$ cat src/rtl/i2c_dsr_pkg.sv
package i2c_dsr_pkg;
  typedef enum logic [1:0] {
    LD_NONE   = 2'd0,
    LD_DIRECT = 2'd1,
    LD_HOLD   = 2'd2
  } ld_src_e;
endpackage

$ cat src/rtl/i2c_dsr_hold.sv
module i2c_dsr_hold #(
  parameter int DATA_W = 8
) (
  input  logic              clk_i,
  input  logic              rst_ni,
  input  logic              wr_en_i,
  input  logic [DATA_W-1:0] wr_data_i,
  output logic [DATA_W-1:0] hold_o
);
  logic [DATA_W-1:0] hold_q;

  always_ff @(posedge clk_i or negedge rst_ni) begin
    if (!rst_ni)      hold_q <= '0;
    else if (wr_en_i) hold_q <= wr_data_i;
  end

  assign hold_o = hold_q;
endmodule

$ cat src/rtl/i2c_dsr_load_ctrl.sv
module i2c_dsr_load_ctrl
  import i2c_dsr_pkg::*;
(
  input  logic    clk_i,
  input  logic    rst_ni,
  input  logic    wr_en_i,
  input  logic    bus_busy_i,
  input  logic    int_clr_i,
  input  logic    rstart_req_i,
  input  logic    slave_mode_i,
  input  logic    addr_match_i,
  output ld_src_e ld_src_o,
  output logic    matched_o
);
  logic matched_q;
  logic evt_sw;
  logic evt_addr;

  // software events are gated in slave mode until the address is known
  assign evt_sw   = bus_busy_i && (int_clr_i || rstart_req_i) && (!slave_mode_i || matched_q);
  assign evt_addr = bus_busy_i && slave_mode_i && addr_match_i;

  always_comb begin
    if (!bus_busy_i && wr_en_i)   ld_src_o = LD_DIRECT;
    else if (evt_sw || evt_addr)  ld_src_o = LD_HOLD;
    else                          ld_src_o = LD_NONE;
  end

  always_ff @(posedge clk_i or negedge rst_ni) begin
    if (!rst_ni)         matched_q <= 1'b0;
    else if (!bus_busy_i) matched_q <= 1'b0;
    else if (evt_addr)   matched_q <= 1'b1;
  end

  assign matched_o = matched_q;
endmodule

$ cat src/rtl/i2c_dsr_shifter.sv
module i2c_dsr_shifter
  import i2c_dsr_pkg::*;
#(
  parameter int DATA_W = 8
) (
  input  logic              clk_i,
  input  logic              rst_ni,
  input  ld_src_e           ld_src_i,
  input  logic [DATA_W-1:0] wr_data_i,
  input  logic [DATA_W-1:0] hold_i,
  input  logic              shift_en_i,
  input  logic              sample_en_i,
  input  logic              sda_i,
  output logic [DATA_W-1:0] sreg_o,
  output logic              sda_o
);
  logic [DATA_W-1:0] sreg_q;
  logic              sda_q;

  always_ff @(posedge clk_i or negedge rst_ni) begin
    if (!rst_ni) begin
      sreg_q <= '0;
    end else begin
      unique case (ld_src_i)
        LD_DIRECT: sreg_q <= wr_data_i;
        LD_HOLD:   sreg_q <= hold_i;
        default:   if (sample_en_i) sreg_q <= {sreg_q[DATA_W-2:0], sda_i};
      endcase
    end
  end

  // SDA changes only while SCL is low
  always_ff @(posedge clk_i or negedge rst_ni) begin
    if (!rst_ni)         sda_q <= 1'b1;
    else if (shift_en_i) sda_q <= sreg_q[DATA_W-1];
  end

  assign sreg_o = sreg_q;
  assign sda_o  = sda_q;
endmodule

$ cat src/rtl/i2c_dsr_bitcnt.sv
module i2c_dsr_bitcnt
  import i2c_dsr_pkg::*;
#(
  parameter int DATA_W = 8
) (
  input  logic    clk_i,
  input  logic    rst_ni,
  input  ld_src_e ld_src_i,
  input  logic    sample_en_i,
  output logic    done_o
);
  localparam int CNT_W = (DATA_W > 1) ? $clog2(DATA_W) : 1;
  localparam logic [CNT_W-1:0] LAST = CNT_W'(DATA_W - 1);

  logic [CNT_W-1:0] cnt_q;
  logic             done_q;

  always_ff @(posedge clk_i or negedge rst_ni) begin
    if (!rst_ni) begin
      cnt_q  <= '0;
      done_q <= 1'b0;
    end else if (ld_src_i != LD_NONE) begin
      cnt_q  <= '0;
      done_q <= 1'b0;
    end else if (sample_en_i) begin
      if (cnt_q == LAST) begin
        cnt_q  <= '0;
        done_q <= 1'b1;
      end else begin
        cnt_q  <= cnt_q + 1'b1;
        done_q <= 1'b0;
      end
    end else begin
      done_q <= 1'b0;
    end
  end

  assign done_o = done_q;
endmodule

$ cat src/rtl/i2c_dsr.sv
module i2c_dsr
  import i2c_dsr_pkg::*;
#(
  parameter int DATA_W = 8
) (
  input  logic              clk_i,
  input  logic              rst_ni,
  input  logic              wr_en_i,
  input  logic [DATA_W-1:0] wr_data_i,
  output logic [DATA_W-1:0] rd_data_o,
  output logic              rd_valid_o,
  input  logic              bus_busy_i,
  input  logic              int_flag_i,
  input  logic              int_clr_i,
  input  logic              rstart_req_i,
  input  logic              slave_mode_i,
  input  logic              addr_match_i,
  input  logic              shift_en_i,
  input  logic              sample_en_i,
  input  logic              sda_i,
  output logic              sda_o,
  output logic              byte_done_o
);
  ld_src_e           ld_src;
  logic              matched;
  logic [DATA_W-1:0] hold_q;
  logic [DATA_W-1:0] sreg;

  i2c_dsr_hold #(.DATA_W(DATA_W)) u_hold (
    .clk_i    (clk_i),
    .rst_ni   (rst_ni),
    .wr_en_i  (wr_en_i),
    .wr_data_i(wr_data_i),
    .hold_o   (hold_q)
  );

  i2c_dsr_load_ctrl u_ctrl (
    .clk_i       (clk_i),
    .rst_ni      (rst_ni),
    .wr_en_i     (wr_en_i),
    .bus_busy_i  (bus_busy_i),
    .int_clr_i   (int_clr_i),
    .rstart_req_i(rstart_req_i),
    .slave_mode_i(slave_mode_i),
    .addr_match_i(addr_match_i),
    .ld_src_o    (ld_src),
    .matched_o   (matched)
  );

  i2c_dsr_shifter #(.DATA_W(DATA_W)) u_shift (
    .clk_i      (clk_i),
    .rst_ni     (rst_ni),
    .ld_src_i   (ld_src),
    .wr_data_i  (wr_data_i),
    .hold_i     (hold_q),
    .shift_en_i (shift_en_i),
    .sample_en_i(sample_en_i),
    .sda_i      (sda_i),
    .sreg_o     (sreg),
    .sda_o      (sda_o)
  );

  i2c_dsr_bitcnt #(.DATA_W(DATA_W)) u_cnt (
    .clk_i      (clk_i),
    .rst_ni     (rst_ni),
    .ld_src_i   (ld_src),
    .sample_en_i(sample_en_i),
    .done_o     (byte_done_o)
  );

  assign rd_data_o  = sreg;
  assign rd_valid_o = int_flag_i;
endmodule

$ cat config.mk
export PLATFORM = sky130hd
export DESIGN_NAME = i2c_dsr
export DESIGN_NICKNAME = d
export VERILOG_FILES = /design/src/rtl/i2c_dsr_pkg.sv /design/src/rtl/i2c_dsr_hold.sv /design/src/rtl/i2c_dsr_load_ctrl.sv /design/src/rtl/i2c_dsr_shifter.sv /design/src/rtl/i2c_dsr_bitcnt.sv /design/src/rtl/i2c_dsr.sv
export SDC_FILE = /design/constraint.sdc
export NUM_CORES = 1
export LEC_CHECK = 0
export BUFFER_PORTS_ARGS = -buffer_cell sky130_fd_sc_hd__buf_4
export CORE_MARGIN = 4
export CORE_UTILIZATION = 45
export CTS_BUF_LIST = sky130_fd_sc_hd__clkbuf_8 sky130_fd_sc_hd__clkbuf_16
export DETAILED_ROUTE_END_ITERATION = 12
export GPL_ROUTABILITY_DRIVEN = 1
export PLACE_DENSITY = 0.7
export SLEW_MARGIN = 30
export SYNTH_ARGS = -nofsm -noshare
export SYNTH_HDL_FRONTEND = slang
export SYNTH_HIERARCHICAL = 1
export SYNTH_SLANG_ARGS = --single-unit
$ cat constraint.sdc
create_clock -name clk_i -period 4.5 [get_ports clk_i]
set_input_delay 0.9 -clock clk_i [delete_from_list [all_inputs] [get_ports clk_i]]
set_output_delay 0.9 -clock clk_i [all_outputs]
set_load 0.005 [all_outputs]
; ---- Word level (Yosys, flattened, before mapping)
; Cells that the tools add are included.
[word_totals]
out_inout_bits = 11
inputBits = 20
elab_cells = 36
regBits = 22
[op_classes]
add_sub_neg = 1
eq_ne = 4
reduce_logical = 13
mux = 12
[op_table]
columns = operator, n
row1 = $pmux 8 s2, 1
row2 = $mux 3, 3
row3 = $mux 8, 1
row4 = $logic_and 1x1->1, 5
row5 = $mux 1, 5
row6 = $mux 2, 2
row7 = $reduce_bool 2->1, 2
row8 = $add 3x1->3 const B, 1
row9 = $eq 3x3->1 const B, 1
row10 = $logic_or 1x1->1, 3
row11 = $reduce_bool 3->1, 1
row12 = $eq 2x1->1 const B, 1
row13 = $eq 2x2->1 const B, 1
row14 = $logic_not 1->1, 2
row15 = $ne 2x1->1 const B, 1

; ---- Logic depth before layout (Yosys ltp)
[depth]
depth_word = 8
depth_mapped = 8
mapped_depth_nobuf = 7

; ---- Hierarchy
; The synthesis kept the hierarchy.
[by_module_without_submodules]
columns = module, cells_each, seq_area_each_um2, area_per_inst_um2, n_inst
row1 = i2c_dsr_shifter, 50, 226.5, 561.8, 1
row2 = i2c_dsr_hold, 17, 200.2, 331.6, 1
row3 = i2c_dsr_bitcnt, 15, 100.1, 191.4, 1
row4 = i2c_dsr_load_ctrl, 8, 25.0, 63.8, 1
row5 = i2c_dsr, 1, 0.0, 7.5, 1

; ---- Least setup slack after synthesis
; Ideal clock, no wire load.
[synth_timing]
path_type = input to register
start = input port slave_mode_i
end = register u_shift.sreg_q[0], in the netlist u_shift/sreg_o[0]
n_path_buf = 0
required_time_ns = 4.351
setup_time_ns = 0.149
t_arrival_ns = 2.324
setup_slack_ns = 2.027
path_stages = 7
path_cell_list = inv_1 > o22ai_1 > a21boi_1 > inv_1 > ha_1 > nor3_1 > o31ai_1
[synth_via]
elab_chain_cells = 8
word_cells_on_any_way = 12
cone_classes = eq/ne (2) / mux (3) / reduce/logical (7)
[synth_rtl]
columns = item, line_no
row1 = from (decl), i2c_dsr.sv:16  ; input logic slave_mode_i,
row2 = $logic_not 1->1, i2c_dsr_load_ctrl.sv:20  ; assign evt_sw = bus_busy_i && (int_clr_i || rstart_req_i) && (!slave_mode_i || matched_q);
row3 = $logic_or 1x1->1, i2c_dsr_load_ctrl.sv:20
row4 = $logic_and 1x1->1, i2c_dsr_load_ctrl.sv:20
row5 = $logic_or 1x1->1 *, i2c_dsr_load_ctrl.sv:25  ; else if (evt_sw || evt_addr) ld_src_o = LD_HOLD;
row6 = $mux 2 *, i2c_dsr_load_ctrl.sv:25
row7 = $mux 2 *, i2c_dsr_load_ctrl.sv:24  ; if (!bus_busy_i && wr_en_i) ld_src_o = LD_DIRECT;
row8 = named net ld_src[1], i2c_dsr.sv:24  ; ld_src_e ld_src;
row9 = $eq 2x2->1 or $eq 2x1->1 (tied branches), i2c_dsr_shifter.sv:24  ; unique case (ld_src_i)
row10 = $pmux 8 s2 or $reduce_bool 3->1 (tied branches), n/a
row11 = to (signal assigned), i2c_dsr_shifter.sv:25  ; LD_DIRECT: sreg_q <= wr_data_i;
row12 = to (signal assigned), i2c_dsr_shifter.sv:26  ; LD_HOLD: sreg_q <= hold_i;
row13 = to (signal assigned), i2c_dsr_shifter.sv:27  ; default: if (sample_en_i) sreg_q <= {sreg_q[DATA_W-2:0], sda_i};
row14 = to (decl), i2c_dsr_shifter.sv:17  ; logic [DATA_W-1:0] sreg_q;
; Mark *: on every way through the listed nets, which the timed path passes. The rest lies on a longest branch.
; A chain may end at the register's enable or synchronous reset.

; ---- Worst setup path in the final report
[layout_timing]
start = input port slave_mode_i
end = register u_shift.sreg_q[5], in the netlist u_shift/sreg_o[5]
; Same word-level chain as after synthesis.

==> impl_results.md <==
- Worst Skew: 0.00440 ns
- Register area share after synthesis: 47.7%
- Final setup vio count: 0
- Vias: ~850
- Routed vias/inst: 5.77
- Initial DRC count: 8
- Hold Crit Class: input pin to async pin
- Layout cell share with drive strength beyond 1: 36.4%
- Startpoint types: input pin
- Gr usage total: 14.9%
- Ant. Diodes: 0
- Register bit count reported by yosys: 22
- Final GP Congestion: 0.743
- Inst Count DP: ~140
- Largest net degree at the start of global routing: 23
- First-pass GRT wire length: roughly 3900 um
- RSZ-0062 raised after global routing: false
- Post-synthesis cell type count: 22
- Post-Layout Cell Count: 148
- Core Rows: 18
- Dpl ws: about 1.3 ns
- Initial Util: 47.1%
- Drt first pass iters: 4
- Sink Count: 22
- Leak pwr: 0.667 nW
- WP data arrival: between 3 and 4 ns
- Outcome: finished clean
- Most frequent cells in the layout: buf_4 (28), dfrtp_1 (21), nor2b_1 (10)
- Core ar.: 0.00245 mm2
- Crit. End Element: flop
- Port-buffer cells: 28
- Fin. Hold Viols: 0
- CTS max path bufs: 2
- Commonest non-fill, non-tap cell in the layout: buf_4
- Ys Warns: 6
- Die width: 58.7 um
- Crit Path Max Fanout: 17
- Pwr Density: 396 mW/mm2
- Crit path kind: input pin to flop
- DRC violations left: 0
- Total grt overflow: 0
- Nets: 143
- Max Clock Freq: roughly 350 MHz
- Share of the synthesized area in the top cell type: between 40% and 50%
- Io pins: 31
- Tmin final: 2.90 ns
- Die Area: around 0.0034 mm2
- CTS Hold Buffers Added: 0
- Synth Net Count: between 100 and 150
- Antenna Nets Post-Route: 0
- H-tree Lvls: 1
- CP required: around 4.6 ns
- Layout fillers: 224
- Worst slew pin tran: around 0.86 ns
- Clk Latency, worst-skew pair: 0.26 ns
- Cells after Synth: 91
- Register clock-pin slew on the reported worst setup and hold paths: 0.08 ns
- Post-Syn Area: around 0.0012 mm2
- Mean Syn Cell Area: 12.7 um2
- Dpl hpwl: 1650 um
- CTS tree: yes
- Area Overhead vs Synth: 23.7%
- Vias in the first global route: 883
- Peak supply drop: 0.000224 V
- Rel. slew slack: 42.3%
- Hold Slack: 0.509 ns
- Post CTS Setup Buffer Count: 0
- Resized cells post-CTS: 0
- Top cells by area, synth: dfrtp_1 (45%), mux2_4 (10%), or4b_1 (6.9%)
- Initial antenna violation count: 0
- Post-synth top area cell: dfrtp_1
- Fin worst setup slack: 1.60 ns
- Root Driver: clkbuf_8
- Max-slew violation count: 0
- DRT Wirelength: 2350 um
- Chip height: 58.7 um
- Total power: 0.000567 W
- Num CTS Buffers: 3
- Fin Setup TNS: 0 ns
- Max cap viols: 0
- Routed length per instance: 15.9 um
- Final period util: between 60% and 70%
-- flip-flops by register name, indices dropped and copies added (netlist names) --
name	count
u_shift/sda_o	1
u_hold/hold_o	8
u_ctrl/matched_o	1
u_cnt/done_o	1
u_cnt/cnt_q	3
u_shift/sreg_o	8
-- per-stage QoR --
| stage | utilization [%] | cell area [um2] |
|---|---|---|
| floorplan | - | 1160 |
| global placement | 55.4 | 1360 |
| detailed placement | 55.4 | 1360 |
| CTS | 58.3 | 1430 |
| global route | 58.3 | 1430 |
| finish | 58.3 | 1430 |
-- where the power goes --
group | total, W | internal (W) | switching (W)
sequential | 0.000250 | 0.000230 | 0.0000206
clock | 0.000185 | 0.000119 | 0.0000658
combinational | 0.000132 | 0.0000768 | 0.0000551
total | 0.000567 | 0.000425 | 0.000141
-- cells by family (layout without fill, tap and decap cells) --
kind of cell               after synthesis  in the layout  synth area share [%]
muxes                                   11             11                  13.1
adders and majority gates                4              4                  4.33
and+or+nand+nor                         26             26                  16.0
DFF                                     22             22                  47.7
buffers and inverters                    8             35                  4.87
AOI/OAI and AO/OA                       20             20                  14.0
-- worst max-delay path, cell delays in order --
cell	delay, ns
buf_4	0.12
inv_1	0.04
o22ai_1	0.06
a21boi_1	0.41
inv_1	0.09
ha_1	0.40
nor3_1	0.78
o31ai_1	0.20
-- Yosys cell counts --
| cell type | instances |
|---|---|
| nand2_1 | 2 |
| o31ai_1 | 8 |
| nor3_1 | 4 |
| or4b_1 | 8 |
| buf_4 | 1 |
| buf_6 | 3 |
| a21boi_1 | 1 |
| mux2_4 | 8 |
| a21oi_1 | 1 |
| nor2b_1 | 10 |
| dfrtp_1 | 21 |
| a211oi_2 | 1 |
| a221oi_1 | 8 |
| nand2b_1 | 1 |
| o22ai_1 | 1 |
| clkbuf_1 | 1 |
| dfstp_2 | 1 |
| ha_1 | 4 |
| mux2i_1 | 2 |
| mux2_2 | 1 |
| inv_1 | 3 |
| or3b_1 | 1 |
-- per-layer routing --
layer  track usage (%)  vias up  routed length (um)
met2              25.4       19                1200
met4              6.15        0                  12
met5                 0        -                   0
met1              19.0      430                1030
met3              2.19        2                 109
li1                  -      403                   -
-- path summary, 6_finish.rpt --
check | endpoint | cells past startpoint | slack (ns) | from
max in group asynchronous | u_shift/sda_o | 1 | 3.72 | rst_ni
worst min-delay path | u_cnt/cnt_q[0] | 1 | 0.51 | rst_ni
worst min register to register | u_hold/hold_o[4] | 1 | 0.52 | u_hold/hold_o[4]
min in group clk_i | u_hold/hold_o[4] | 1 | 0.52 | u_hold/hold_o[4]
worst max register to register | u_shift/sreg_o[5] | 6 | 2.05 | u_ctrl/matched_o
worst max-delay path | u_shift/sreg_o[5] | 8 | 1.60 | slave_mode_i
-- cell type report --
cell class              instances  area (um2)  area share, %
inverters                       3        11.3          0.787
clock buffers                   3        41.3           2.89
clock inverters                 1        30.0           2.10
well taps                      30        37.5           2.62
multi-input cells              61         548           38.3
flip-flops and latches         22         552           38.6
repair buffers                 28         210           14.7
Note: power is estimated with default switching activity, not from simulation.
